[src/rtl/tick_irq_pkg.sv]
package tick_irq_pkg;

    typedef enum logic [1:0] {
        PER_64HZ = 2'b00,
        PER_SEC  = 2'b01,
        PER_MIN  = 2'b10,
        PER_HOUR = 2'b11
    } period_e;

    typedef struct packed {
        logic tick_64hz;
        logic carry_sec;
        logic carry_min;
        logic carry_hour;
    } tbase_t;

    typedef struct packed {
        period_e per;
        logic    intr_mode;
        logic    mask;
    } ctrl_t;

    typedef struct packed {
        logic hit;
        logic clear;
        logic freeze;
    } req_t;

    function automatic logic pick_source(tbase_t s, period_e p);
        logic r;
        case (p)
            PER_64HZ: r = s.tick_64hz;
            PER_SEC:  r = s.carry_sec;
            PER_MIN:  r = s.carry_min;
            default:  r = s.carry_hour;
        endcase
        return r;
    endfunction

endpackage

[src/rtl/tick_irq_src_sel.sv]
module tick_irq_src_sel
    import tick_irq_pkg::*;
(
    input  tbase_t src,
    input  ctrl_t  ctrl,
    input  logic   clr_in,
    output req_t   req
);
    always_comb begin
        req.hit    = pick_source(src, ctrl.per);
        req.clear  = clr_in;
        req.freeze = ctrl.mask;
    end
endmodule

[src/rtl/tick_irq_width_timer.sv]
module tick_irq_width_timer #(
    parameter int PULSE_CYCLES = 16
) (
    input  logic clk,
    input  logic rst,
    input  logic start,
    input  logic abort,
    input  logic freeze,
    input  logic run_en,
    output logic expire
);
    localparam int CW = $clog2(PULSE_CYCLES + 1);
    localparam logic [CW-1:0] LOAD = CW'(PULSE_CYCLES);
    localparam logic [CW-1:0] ONE  = CW'(1);

    logic [CW-1:0] cnt;

    always_ff @(posedge clk) begin
        if (rst) begin
            cnt <= '0;
        end else if (freeze) begin
            cnt <= cnt;
        end else if (start && run_en) begin
            cnt <= LOAD;
        end else if (abort || !run_en) begin
            cnt <= '0;
        end else if (cnt != '0) begin
            cnt <= cnt - ONE;
        end
    end

    assign expire = !freeze && !start && !abort && run_en && (cnt == ONE);
endmodule

[src/rtl/tick_irq_flag_reg.sv]
module tick_irq_flag_reg (
    input  logic clk,
    input  logic rst,
    input  logic set,
    input  logic clr,
    input  logic freeze,
    output logic flag
);
    always_ff @(posedge clk) begin
        if (rst)         flag <= 1'b0;
        else if (freeze) flag <= flag;
        else if (set)    flag <= 1'b1;
        else if (clr)    flag <= 1'b0;
    end
endmodule

[src/rtl/tick_irq_gen.sv]
module tick_irq_gen
    import tick_irq_pkg::*;
#(
    parameter int PULSE_CYCLES = 16
) (
    input  logic       clk,
    input  logic       rst,
    input  logic       tick_64hz,
    input  logic       carry_sec,
    input  logic       carry_min,
    input  logic       carry_hour,
    input  logic [1:0] per_sel,
    input  logic       irq_mode,
    input  logic       mask,
    input  logic       flag_clr,
    output logic       irq_n,
    output logic       irq_flag
);
    tbase_t src;
    ctrl_t  ctrl;
    req_t   req;
    logic   expire;
    logic   flag_q;

    assign src  = '{tick_64hz: tick_64hz, carry_sec: carry_sec,
                    carry_min: carry_min, carry_hour: carry_hour};
    assign ctrl = '{per: period_e'(per_sel), intr_mode: irq_mode, mask: mask};

    tick_irq_src_sel u_sel (
        .src    (src),
        .ctrl   (ctrl),
        .clr_in (flag_clr),
        .req    (req)
    );

    tick_irq_width_timer #(.PULSE_CYCLES(PULSE_CYCLES)) u_timer (
        .clk    (clk),
        .rst    (rst),
        .start  (req.hit),
        .abort  (req.clear),
        .freeze (req.freeze),
        .run_en (!ctrl.intr_mode),
        .expire (expire)
    );

    tick_irq_flag_reg u_flag (
        .clk    (clk),
        .rst    (rst),
        .set    (req.hit),
        .clr    (req.clear || expire),
        .freeze (req.freeze),
        .flag   (flag_q)
    );

    assign irq_flag = flag_q;
    assign irq_n    = ~flag_q;
endmodule

[config.mk]
export PLATFORM = sky130hd
export DESIGN_NAME = tick_irq_gen
export DESIGN_NICKNAME = d
export VERILOG_FILES = /design/src/rtl/tick_irq_pkg.sv /design/src/rtl/tick_irq_src_sel.sv /design/src/rtl/tick_irq_width_timer.sv /design/src/rtl/tick_irq_flag_reg.sv /design/src/rtl/tick_irq_gen.sv
export SDC_FILE = /design/constraint.sdc
export NUM_CORES = 1
export LEC_CHECK = 0
export ABC_AREA = 1
export BUFFER_PORTS_ARGS = -buffer_cell sky130_fd_sc_hd__buf_4
export CORE_AREA = 3 3 40 42
export DETAILED_ROUTE_END_ITERATION = 12
export DIE_AREA = 0 0 43 45
export PLACE_DENSITY_LB_ADDON = 0.1
export SLEW_MARGIN = 20
export SYNTH_ARGS = -nofsm -noshare
export SYNTH_HDL_FRONTEND = slang
export SYNTH_SLANG_ARGS = --single-unit
export TNS_END_PERCENT = 10
[constraint.sdc]
create_clock -name clk -period 1 [get_ports clk]
set_input_delay 0.05 -clock clk [delete_from_list [all_inputs] [get_ports clk]]
set_output_delay 0.05 -clock clk [all_outputs]
set_load 0.005 [all_outputs]
==> impl_metrics.json <==
{
  "path_class": "flip-flop to flip-flop",
  "yosys-top-cells-area": "dfxtp_1 (25%), nand2_1 (11%), nand3_1 (10%), ha_1 (7.7%), inv_1 (7.7%)",
  "timing.rr.end": "u_timer.cnt[1]",
  "p_sw_frac": 0.308,
  "drive_gt1_frac": 0.443,
  "rrSetupSlack_ps": -140,
  "fin_util": 0.559,
  "io_buffers": 12,
  "min_period_over_period": 1.14,
  "clock-sinks": 6,
  "antenna_found_initial": 0,
  "die_h_um": 45,
  "critPathRequiredTime_ps": 1180,
  "netlist_area_um2": 489,
  "fin_worst_skew_ps": 0.669,
  "htreeDepth": 1,
  "yosys_register_bits": 6,
  "final_cell_mix": "buf_4 (19), nand2_1 (14), nand3_1 (10), inv_1 (8), nor2_1 (8)",
  "synth_seq_area_share": 0.246,
  "timing.setup.tns_ps": -692,
  "routed_wl_um": 1110,
  "endpoint_kind": "flip-flop",
  "first_iter_violations": 12,
  "p_seq_frac": 0.364,
  "drv_cap": 0,
  "peakVddDrop_mv": 0.594,
  "io_pins": 13,
  "clock_power_share": 0.290,
  "synth_cells": 74,
  "leakage_nw": 0.340,
  "drc": 0,
  "period_needed_ps": 1140,
  "grt_pass1_wl_um": 1980,
  "startpoint_type": "flip-flop",
  "grt_setup_unrepaired": "true",
  "syn-num-nets": 88,
  "cts_buffers": 3,
  "critPathMostFrequentCell": "nand2_2",
  "yosysUniqueCellTypes": 14,
  "hold_viol": 0,
  "dp_hpwl_um": 949,
  "p_comb_frac": 0.346,
  "max_freq_mhz": 877,
  "cts_tree": "done",
  "yosysTopAreaCell": "dfxtp_1",
  "gp_congestion": 0.805,
  "placedCellCount": 108,
  "first_pass_iters": 4,
  "slowest_stage": "dfxtp_1",
  "met2_length_um": 485,
  "hold_depth": 4,
  "worstSkewPairLatency_ps": 240,
  "postRouteAntennaNets": 0,
  "gr-total-overflow": 0,
  "layout.nets": 113,
  "hold-worst-slack_ps": 111,
  "grt_max_degree": 11,
  "antenna-diode-count": 0,
  "setup_slack_ps": -141,
  "rows": 13,
  "initial_core_util": 0.381,
  "clockBufferDepth": 2,
  "cp.arrival_ps": 1320,
  "power_switching_mw": 0.233,
  "grtUsageTotal": 0.136,
  "clk_pin_slew_ps": 40,
  "reg2reg_depth": 8,
  "clockRootBuffer": "clkbuf_4",
  "holdPathEnd": "u_flag.flag",
  "slew_violations": 0,
  "final_area_um2": 718,
  "violations": "negative setup slack",
  "setup_viol": 6,
  "dieArea_mm2": 0.00194,
  "hp-start": "mask",
  "synth_warnings": 0,
  "worstPathCellList": "inv_2, ha_4, nand2_2, nor2_4, nand3_4, nand2_2, nand2_1, a21oi_2",
  "final_cell_count_no_fill": 112,
  "syn_to_final_growth_pct": 46.8,
  "die_x_um": 43,
  "drt-met1-wl_um": 565,
  "route.vias.total": 506,
  "tightest_slew_ps": 210,
  "slowest_delay_ps": 310,
  "core_mm2": 0.00128,
  "power-per-cell-area_mw_per_mm2": 1050,
  "postSynthAreaPerCell_um2": 6.61,
  "slew_headroom": 0.860,
  "wl_per_cell_um": 9.88,
  "grt_pass1_vias": 514,
  "highest_layer": "met4",
  "layout_commonest_cell": "buf_4",
  "yosysTopAreaCellShare": 0.246,
  "placed_area_um2": 681,
  "r2r-start": "u_timer.cnt[1]",
  "hp-class": "input pin to flip-flop",
  "cts_post_setup_buffers_inserted": 0,
  "path_max_fanout": 6,
  "p_int_mw": 0.523,
  "dr_wl_met3_um": 43,
  "status": "finished, violations left",
  "viasPerCell": 4.52
}
cell usage after synthesis, drive strengths merged:
| cell type | count |
|---|---|
| nand2 | 17 |
| inv | 13 |
| nand3 | 11 |
| nor2 | 11 |
| a21oi | 6 |
| dfxtp | 6 |
| nand4 | 6 |
| ha | 3 |
| xnor2 | 1 |
worst max-delay path by stage:
stage	cells after the start	to	start	slack [ps]
final	8	u_timer.cnt[1]	u_timer.cnt[1]	-140
after global routing	8	u_timer.cnt[1]	u_timer.cnt[1]	-230
after CTS	8	u_timer.cnt[1]	u_timer.cnt[1]	-150
after detailed placement	8	u_timer.cnt[1]	u_timer.cnt[1]	-140
after global placement	8	u_timer.cnt[1]	u_timer.cnt[1]	-130
after floorplan	8	u_timer.cnt[2]	u_timer.cnt[0]	-70
sequential cells by signal, indices dropped and copies added (netlist names):
signal,flops
u_timer.cnt,5
u_flag.flag,1
routing by layer:
metal / track usage / vias to the layer above
met5: 0 / -
met4: 0.0904 / 0
met3: 0.0120 / 2
met2: 0.219 / 8
met1: 0.174 / 206
li1: - / 290
metrics by stage:
stage,power [mW],setup slack (ps)
finish,0.755,-141
global route,0.812,-232
CTS,0.772,-150
detailed placement,0.537,-141
global placement,0.538,-129
floorplan,0.435,-70.6
critical path: cells and delay by family (launching register included):
family	cells	cell delay (ps)
AND/OR/NAND/NOR	5	430
flip-flops	1	310
adder cells (fa/ha/maj)	1	140
buffers and inverters	1	100
AO/OA/AOI/OAI	1	100
logic make-up (layout without fill, tap and decap cells):
group / count (synthesis) / after routing / synth area share
xor gates and xnor gates: 1 / 1 / 0.0179
buffers and inverters: 13 / 36 / 0.0998
AOI/OAI and AO/OA: 6 / 6 / 0.0690
adders and majority gates: 3 / 3 / 0.0767
DFF: 6 / 6 / 0.246
and+or+nand+nor: 45 / 45 / 0.491
area by class of cell:
cell class                 instances  area [um2]
clock buffer                       3        22.5
timing repair buffer              20         153
fill                             129         567
tap                               15        18.8
multi-input combinational         55         350
sequential                         6         123
inverter                          13        51.3
what timing repair did:
action                     CTS  global route
pin swaps                    1             0
cloned                       0             0
hold buffers                 1             0
setup endpoints to repair    6             6
gates resized for setup      1             1
hold endpoints to repair     3             0
power by group through the flow:
stage | logic [mW] | clock network, mW | registers, mW
global route | 0.297 | 0.238 | 0.277
detailed placement | 0.258 | 0 | 0.279
floorplan | 0.157 | 0 | 0.278
finish | 0.261 | 0.219 | 0.275
global placement | 0.259 | 0 | 0.279
CTS | 0.263 | 0.234 | 0.275
No activity file was read; power rests on OpenSTA's default activity.
